<file path="src/rtl/spi_eng_pkg.sv">
package spi_eng_pkg;
  localparam logic [3:0] OFS_OPC = 4'h0;
  localparam logic [3:0] OFS_CNT = 4'h1;
  localparam logic [3:0] OFS_CTL = 4'h2;
  localparam logic [3:0] OFS_DAT = 4'hC;
  localparam logic [3:0] OFS_PTR = 4'hD;

  typedef enum logic [2:0] {
    S_IDLE,
    S_OPC,
    S_TX,
    S_RX,
    S_GAP
  } seq_t;
endpackage

</file>
<file path="src/rtl/spi_eng_fifo.sv">
module spi_eng_fifo #(
  parameter int DEPTH = 8,
  parameter int W     = 8,
  localparam int AW   = $clog2(DEPTH)
) (
  input  logic          clk,
  input  logic          we,
  input  logic [AW-1:0] addr,
  input  logic [W-1:0]  wdata,
  output logic [W-1:0]  rdata
);
  logic [W-1:0] mem [DEPTH];

  always_ff @(posedge clk) begin
    if (we) mem[addr] <= wdata;
  end

  assign rdata = mem[addr];
endmodule

</file>
<file path="src/rtl/spi_eng_shift.sv">
module spi_eng_shift #(
  parameter int SCK_DIV = 4,
  localparam int HALF   = SCK_DIV / 2,
  localparam int CW     = $clog2(HALF + 1)
) (
  input  logic       clk,
  input  logic       rst,
  input  logic       load,
  input  logic [7:0] load_byte,
  input  logic       miso,
  output logic       sck,
  output logic       mosi,
  output logic [7:0] rx_byte,
  output logic       done
);
  logic [7:0]    txsh, rxsh;
  logic [2:0]    bitc;
  logic [CW-1:0] divc;
  logic          active;

  always_ff @(posedge clk) begin
    if (rst) begin
      txsh <= '0; rxsh <= '0; bitc <= '0; divc <= '0;
      active <= 1'b0; sck <= 1'b0; done <= 1'b0;
    end else begin
      done <= 1'b0;
      if (load) begin
        active <= 1'b1;
        txsh   <= load_byte;
        bitc   <= '0;
        divc   <= '0;
        sck    <= 1'b0;
      end else if (active) begin
        if (divc == CW'(HALF - 1)) begin
          divc <= '0;
          if (!sck) begin
            sck  <= 1'b1;
            rxsh <= {rxsh[6:0], miso};
          end else begin
            sck <= 1'b0;
            if (bitc == 3'd7) begin
              active <= 1'b0;
              done   <= 1'b1;
            end else begin
              bitc <= bitc + 3'd1;
              txsh <= {txsh[6:0], 1'b0};
            end
          end
        end else begin
          divc <= divc + CW'(1);
        end
      end
    end
  end

  assign mosi    = txsh[7];
  assign rx_byte = rxsh;
endmodule

</file>
<file path="src/rtl/spi_cmd_engine.sv">
module spi_cmd_engine
  import spi_eng_pkg::*;
#(
  parameter int SCK_DIV = 4,
  parameter int DEPTH   = 8,
  localparam int AW     = $clog2(DEPTH),
  localparam int GW     = $clog2(SCK_DIV + 1)
) (
  input  logic       clk,
  input  logic       rst,
  input  logic [3:0] reg_addr,
  input  logic       reg_wr,
  input  logic [7:0] reg_wdata,
  input  logic       reg_rd,
  output logic [7:0] reg_rdata,
  output logic       spi_sck,
  output logic       spi_mosi,
  input  logic       spi_miso,
  output logic       spi_cs_n
);
  logic [7:0]    opc_q, cnt_q, rdata_q, sh_byte_q;
  logic          drop_q, busy_q, cs_n_q, sh_load_q;
  logic [AW-1:0] ptr_q;
  logic [3:0]    tx_left, rx_left;
  logic [GW-1:0] gap_c;
  seq_t          st;

  logic [7:0] fifo_rd, fifo_wd, sh_rx;
  logic       fifo_we, sh_done, drop_last;

  assign drop_last = drop_q && (cnt_q[3:0] == 4'd0) && (rx_left == 4'd0);

  always_comb begin
    if (busy_q) begin
      fifo_we = (st == S_RX) && sh_done && !drop_last;
      fifo_wd = sh_rx;
    end else begin
      fifo_we = reg_wr && (reg_addr == OFS_DAT);
      fifo_wd = reg_wdata;
    end
  end

  spi_eng_fifo #(.DEPTH(DEPTH), .W(8)) u_fifo (
    .clk(clk), .we(fifo_we), .addr(ptr_q), .wdata(fifo_wd), .rdata(fifo_rd)
  );

  spi_eng_shift #(.SCK_DIV(SCK_DIV)) u_shift (
    .clk(clk), .rst(rst), .load(sh_load_q), .load_byte(sh_byte_q),
    .miso(spi_miso), .sck(spi_sck), .mosi(spi_mosi),
    .rx_byte(sh_rx), .done(sh_done)
  );

  always_ff @(posedge clk) begin
    if (rst) begin
      opc_q <= '0; cnt_q <= '0; drop_q <= 1'b0; busy_q <= 1'b0;
      ptr_q <= '0; tx_left <= '0; rx_left <= '0; gap_c <= '0;
      cs_n_q <= 1'b1; sh_load_q <= 1'b0; sh_byte_q <= '0; st <= S_IDLE;
    end else begin
      sh_load_q <= 1'b0;
      if (!busy_q) begin
        if (reg_wr) begin
          case (reg_addr)
            OFS_OPC: opc_q <= reg_wdata;
            OFS_CNT: cnt_q <= reg_wdata;
            OFS_DAT: ptr_q <= ptr_q + AW'(1);
            OFS_CTL: begin
              drop_q <= reg_wdata[2];
              if (reg_wdata[1]) ptr_q <= '0;
              if (reg_wdata[0]) begin
                busy_q    <= 1'b1;
                cs_n_q    <= 1'b0;
                sh_load_q <= 1'b1;
                sh_byte_q <= opc_q;
                tx_left   <= cnt_q[3:0];
                rx_left   <= cnt_q[7:4];
                st        <= S_OPC;
              end
            end
            default: ;
          endcase
        end else if (reg_rd && reg_addr == OFS_DAT) begin
          ptr_q <= ptr_q + AW'(1);
        end
      end else begin
        case (st)
          S_OPC, S_TX, S_RX: begin
            if (sh_done) begin
              if (st == S_RX && !drop_last) ptr_q <= ptr_q + AW'(1);
              if (st != S_RX && tx_left != 4'd0) begin
                sh_load_q <= 1'b1;
                sh_byte_q <= fifo_rd;
                ptr_q     <= ptr_q + AW'(1);
                tx_left   <= tx_left - 4'd1;
                st        <= S_TX;
              end else if (rx_left != 4'd0) begin
                sh_load_q <= 1'b1;
                sh_byte_q <= 8'h00;
                rx_left   <= rx_left - 4'd1;
                st        <= S_RX;
              end else begin
                cs_n_q <= 1'b1;
                gap_c  <= '0;
                st     <= S_GAP;
              end
            end
          end
          S_GAP: begin
            gap_c <= gap_c + GW'(1);
            if (gap_c == GW'(SCK_DIV - 1)) begin
              busy_q <= 1'b0;
              st     <= S_IDLE;
            end
          end
          default: st <= S_IDLE;
        endcase
      end
    end
  end

  always_ff @(posedge clk) begin
    if (rst) begin
      rdata_q <= '0;
    end else if (reg_rd) begin
      case (reg_addr)
        OFS_OPC: rdata_q <= opc_q;
        OFS_CNT: rdata_q <= cnt_q;
        OFS_CTL: rdata_q <= {5'b0, drop_q, 1'b0, busy_q};
        OFS_DAT: rdata_q <= busy_q ? 8'h00 : fifo_rd;
        OFS_PTR: rdata_q <= {{(8-AW){1'b0}}, ptr_q};
        default: rdata_q <= 8'h00;
      endcase
    end
  end

  assign reg_rdata = rdata_q;
  assign spi_cs_n  = cs_n_q;
endmodule

</file>
<file path="config.mk">
export PLATFORM = sky130hd
export DESIGN_NAME = spi_cmd_engine
export DESIGN_NICKNAME = d
export VERILOG_FILES = /design/src/rtl/spi_eng_pkg.sv /design/src/rtl/spi_eng_fifo.sv /design/src/rtl/spi_eng_shift.sv /design/src/rtl/spi_cmd_engine.sv
export SDC_FILE = /design/constraint.sdc
export NUM_CORES = 1
export LEC_CHECK = 0
export ABC_AREA = 1
export BUFFER_PORTS_ARGS = -buffer_cell sky130_fd_sc_hd__buf_4
export CELL_PAD_IN_SITES_DETAIL_PLACEMENT = 1
export CELL_PAD_IN_SITES_GLOBAL_PLACEMENT = 2
export CORE_MARGIN = 2
export CORE_UTILIZATION = 40
export CTS_CLUSTER_SIZE = 8
export DETAILED_ROUTE_END_ITERATION = 8
export PLACE_DENSITY_LB_ADDON = 0.1
export REMOVE_ABC_BUFFERS = 1
export SETUP_SLACK_MARGIN = 0.2
export SLEW_MARGIN = 40
export SYNTH_ARGS = -nofsm -noshare
export SYNTH_HDL_FRONTEND = slang
export SYNTH_HIERARCHICAL = 1
export SYNTH_SLANG_ARGS = --single-unit
</file>
<file path="constraint.sdc">
create_clock -name clk -period 4.98 [get_ports clk]
set_input_delay 0.996 -clock clk [delete_from_list [all_inputs] [get_ports clk]]
set_output_delay 0.996 -clock clk [all_outputs]
set_load 0.005 [all_outputs]
</file>
# [After elaboration in Yosys (flattened, before gate mapping)]
# Memories as Yosys holds them, arrays and structs flattened. A register that Yosys moved wholly into a read port is not among the register bits.
# Cells that the tools add are included.
[word_totals] register_bits=77 latch_bits=0 ramBits=64 romBits=0 input_bits=17 output_inout_bits=11 word_cells=185 memories=1
[op_classes] add_sub_neg=6 mul=0 n_div=0 magnitude_cmp=0 eq_ne=28 shift=0 mux=85 bitwise_logic=6 n_reduce_logical=39
[memory_table] memory="u_fifo.mem" depth=8 width=8 read_ports=1 rd_ports_with_merged_regs=1 wr=1 line_no="spi_eng_fifo.sv:12" rtl="logic [W-1:0] mem [DEPTH];"
[op_table] cell="$mux 8" count=15
[op_table] cell="$mux 3" count=21
[op_table] cell="$mux 4" count=15
[op_table] cell="$pmux 8 s5" count=1
[op_table] cell="$mux 1" count=29
[op_table] cell="$pmux 3 s2" count=3
[op_table] cell="$reduce_and 6->1" count=3
[op_table] cell="$reduce_and 7->1" count=2
[op_table] cell="$reduce_bool 2->1" count=7
[op_table] cell="$logic_not 4->1" count=3
[op_table] cell="$reduce_and 4->1" count=3
[op_table] cell="$ne 2x1->1 const B" count=5
[op_table] cell="$ne 2x2->1 const B" count=5
[op_table] cell="$reduce_and 5->1" count=2
[op_table] cell="$add 3x1->3 const B" count=3
[op_table] cell="$eq 3x2->1 const B" count=3
[op_table] cell="$reduce_and 3->1" count=3
[op_table] cell="$eq 4x4->1 const B" count=2
[op_table] cell="$logic_and 1x1->1" count=8
[op_table] cell="$reduce_bool 4->1" count=2
[op_table] cell="$sub 4x1->4 const B" count=2
[op_table] cell="$eq 3x3->1 const B" count=2
[op_table] cell="$ne 3x1->1 const B" count=2
[op_table] cell="$ne 3x2->1 const B" count=2
[op_table] cell="other kinds (16)" count=21

# [Depth between registers and ports, before layout]
[logic_depth] ltp_word=12 mapped_depth=13 mapped_depth_nobuf=12

# [By module]
# The synthesis kept the hierarchy.
[modules_own_cells] module="spi_cmd_engine" instances=1 cells_each=453 area_each_um2=2846.5 seq_area_each_um2=1061.0
[modules_own_cells] module="spi_eng_fifo" instances=1 cells_each=272 area_each_um2=2763.9 seq_area_each_um2=1921.8
[modules_own_cells] module="spi_eng_shift" instances=1 cells_each=131 area_each_um2=1107.3 seq_area_each_um2=480.5

# [Worst setup path before layout]
# OpenSTA, ideal clock, no wires.
[synth_timing] path_kind="input to register" start="input reg_addr[1]" end="memory u_fifo.mem[1][0] (enable)" setup_ns=0.383 t_arrival_ns=2.117 required_ns=4.597 path_slack_ns=2.480 cell_stages=5 path_buffers=0 cell_sequence="nor2_1 > nand2_1 > o22ai_1 > nand2_1 > nor3_1"
[synth_between] elab_chain_cells=5
[synth_lines] item="from (decl)" line_no="spi_cmd_engine.sv:11" rtl="input logic [3:0] reg_addr,"
[synth_lines] item="$eq 4x4->1" line_no="spi_cmd_engine.sv:38" rtl="fifo_we = reg_wr && (reg_addr == OFS_DAT);"
[synth_lines] item="$logic_and 1x1->1" line_no="spi_cmd_engine.sv:38"
[synth_lines] item="$mux 1" line_no="spi_cmd_engine.sv:34" rtl="if (busy_q) begin"
[synth_lines] item="net fifo_we" line_no="spi_cmd_engine.sv:29" rtl="logic fifo_we, sh_done, drop_last;"
[synth_lines] item="$mux 1" line_no="spi_eng_fifo.sv:15" rtl="if (we) mem[addr] <= wdata;"
[synth_lines] item="$mux 1 (not written as such)" line_no="spi_eng_fifo.sv:15"
[synth_lines] item="to (decl)" line_no="spi_eng_fifo.sv:12"
# The timed path passes the listed nets, and every way through them passes these cells.

# [Worst setup path after layout]
[layout_timing] start="input reg_addr[1]" end="memory u_fifo.mem[6][5] (enable)"
# The elaborated chain is that of the path after synthesis.

==> impl_metrics.csv <==
group,metric,value,unit
grt,top_usage_layer,"met2",
final_layout,syn_to_final_growth,14.1,%
grt,grt_pass1_wl,30.0,mm
final_layout,fillers,2035,
pwr,irDropWorstVdd,0.248,mV
pwr,combPwrFrac,0.075,
placed_design,dp.cells,1082,
sta,worst_slack,2.46,ns
grt,grt.total_usage,0.219,
grt,antenna_found_initial,0,
pwr,power.density,348,mW/mm²
die,die_x,134,µm
critical_path,crit_fanout,8,
logic_synthesis,async_flop_share,0,
logic_synthesis,ys_warn_count,6,
clock_tree,clkTransAtPathRegs,0.06,ns
flow_run,max-cap-violations,0,
detailed_routing,drt_iter0_markers,242,
critical_path,reg2reg_slack,2.54,ns
final_layout,final_common_cell,"nand2_1",
placed_design,hpwl,13.4,mm
sta,finalClockSkew,0.0105,ns
pwr,power_frac_seq,0.465,
die,floorplan.initialDensity,0.407,
clock_tree,cts_hold_buf,0,
final_layout,fin_util,0.464,
grt,use_met3,0.0415,
sta,hold_violations,0,
pwr,switching_share,0.271,
logic_synthesis,synth_cells,856,
critical_path,cp-end-kind,"register",
die,die_h,134,µm
grt,grt_use_met1,0.297,
pwr,switchingPower,0.723,mW
clock_tree,cts_setup_buffers,0,
die,core.rowCount,47,
sta,fmax,396,MHz
final_layout,antenna-diode-count,0,
detailed_routing,drtPass1Iterations,4,
logic_synthesis,syn_avg_cell_area,7.85,µm²
logic_synthesis,yosys_register_bits,141,
critical_path,critPathLaunchType,"input port",
sta,fin_tns_setup,0,ns
clock_tree,cts_root_buffer,"clkbuf_16",
clock_tree,numCtsBuffers,17,
grt,overflow,0,
logic_synthesis,synth-main-ff-cell,"dfxtp_1",
grt,met2_usage,0.361,
clock_tree,cts_tree,"built",
pwr,p_int,1.94,mW
critical_path,crit_type,"input port to register",
sta,tightestPinTransition,0.781,ns
outcome,status,"finished clean",
final_layout,nNetsFinal,905,
grt,grt_pass1_vias,5595,
die,io_pins,28,
logic_synthesis,ys_seq_area_frac,0.516,
sta,setup_viol,0,
clock_tree,clock_path_buffers,2,
logic_synthesis,netlist_area,0.00672,mm²
grt,grt_max_degree,38,
clock_tree,clkLatencyLatePin,0.43,ns
clock_tree,ctsResizeCount,0,
logic_synthesis,synthDistinctLibCells,38,
die,core,0.0165,mm²
detailed_routing,drt-wirelength-per-cell,16.6,µm
min_path,hp-class,"register to register",
final_layout,drive_gt1_frac,0.144,
die,dieArea,0.0178,mm²
final_layout,layout_common_cells,"nand2_1 (300), nor2_1 (95), dfxtp_1 (77), inv_1 (75), edfxtp_1 (64)",
pwr,power.share.clock,0.460,
sta,maxSlewHeadroom,0.479,
sta,drv_slew,0,
detailed_routing,drcViolationCount,0,
clock_tree,clkSinkCount,141,
placed_design,io_buffers,27,
sta,period_needed,2.52,ns
detailed_routing,wl,18.5,mm
placed_design,dp_slack,1.84,ns
critical_path,worst_ep_required_time,5.03,ns
detailed_routing,viasPerCell,4.92,
logic_synthesis,synth_edf_count,64,
sta,final_min_period_over_clock_period,0.506,
sta,whs,0.470,ns
placed_design,gp_congestion,0.819,
critical_path,critPathArrivalTime,2.58,ns
detailed_routing,vias,5481,
clock_tree,htreeDepth,4,
pwr,p_leak,3.27,nW
final_layout,stdcell_count,1114,
detailed_routing,ant_nets,0,
sta,rsz0062_at_grt,"false",
-- registers in the layout, indices dropped and copies added (netlist names) --
register	flops
busy_q	1
cnt_q	8
drop_q	1
gap_c	3
opc_q	8
ptr_q	3
reg_rdata	8
rx_left	4
sh_byte_q	8
sh_load_q	1
spi_cs_n	1
st	3
tx_left	4
u_fifo/mem	64
u_shift/active	1
u_shift/bitc	3
u_shift/divc	2
u_shift/done	1
u_shift/rx_byte	8
u_shift/sck	1
u_shift/txsh	8
-- synthesized netlist by cell type, types with 2 or more instances --
cell type / n / area [µm²]
buf_2: 7 / 35.0
dfxtp_1: 77 / 1540
nand2_4: 3 / 33.8
buf_4: 7 / 52.6
nor3_1: 7 / 35.0
o22ai_1: 2 / 12.5
nor2_1: 95 / 357
nor2_4: 4 / 45.0
nand4_1: 2 / 12.5
nand3_2: 8 / 80.1
edfxtp_1: 64 / 1920
nand2_1: 300 / 1130
o21ai_1: 9 / 45.0
nor3_2: 2 / 20.0
ha_1: 7 / 87.6
a21oi_2: 10 / 87.6
o21ai_0: 46 / 230
or2_2: 2 / 12.5
inv_2: 12 / 45.0
nor2_2: 4 / 25.0
clkbuf_1: 8 / 30.0
a21oi_1: 28 / 140
xor2_1: 2 / 17.5
inv_1: 75 / 282
nand2_2: 10 / 62.6
nand3_1: 51 / 255
buf_6: 3 / 33.8
-- kinds of logic (layout without fill, tap and decap cells) --
family | after synthesis | in the layout | synth area share
XOR/XNOR | 2 | 2 | 0.00261
AO/OA/AOI/OAI | 98 | 98 | 0.0820
flip-flops | 141 | 141 | 0.516
buffers and inverters | 118 | 156 | 0.0765
adder cells (fa/ha/maj) | 7 | 7 | 0.0130
AND/OR/NAND/NOR | 490 | 490 | 0.310
-- worst max-delay path, stage by stage --
cell and delay (ns):
buf_4 0.14, nor2_1 0.15, nand2_1 0.13, o22ai_1 0.29, nand2_1 0.23, nor2_1 0.64
-- layer usage --
metal / routed length [µm] / part of all wire / up-vias
li1: - / - / 2780
met1: 8950 / 0.48 / 2620
met2: 8850 / 0.48 / 72
met3: 612 / 0.033 / 9
met4: 106 / 0.0057 / 0
met5: 0 / 0 / -
-- power by group through the flow --
stage | Sequential [mW] | Combinational, mW | Clock, mW
2_1_floorplan | 1.26 | 0.113 | 0
3_3_place_gp | 1.26 | 0.195 | 0
3_5_place_dp | 1.26 | 0.202 | 0
4_1_cts | 1.24 | 0.204 | 1.26
5_1_grt | 1.24 | 0.229 | 1.30
6_report | 1.24 | 0.201 | 1.23
-- layout make-up --
| class | count | area (µm²) | share of cell area |
|---|---|---|---|
| clock buffer | 17 | 425 | 0.0555 |
| clock inverter | 15 | 143 | 0.0186 |
| inverter | 92 | 360 | 0.0470 |
| multi-input combinational | 597 | 2760 | 0.360 |
| sequential | 141 | 3460 | 0.452 |
| tap | 220 | 275 | 0.0359 |
| timing repair buffer | 32 | 240 | 0.0313 |
-- metrics by stage --
step                area [µm²]  power, mW
CTS                       7660       2.70
finish                    7660       2.67
global placement          7080       1.46
floorplan                 6560       1.37
detailed placement        7090       1.47
global route              7660       2.77
-- path summary, 6_finish.rpt --
check               start                to  cells past startpoint
max reg2reg        busy_q  u_fifo/mem[6][5]                      5
max           reg_addr[1]  u_fifo/mem[6][5]                      6
min          reg_rdata[4]      reg_rdata[4]                      2
min reg2reg  reg_rdata[4]      reg_rdata[4]                      2
Power figures use the tool's default switching activity.
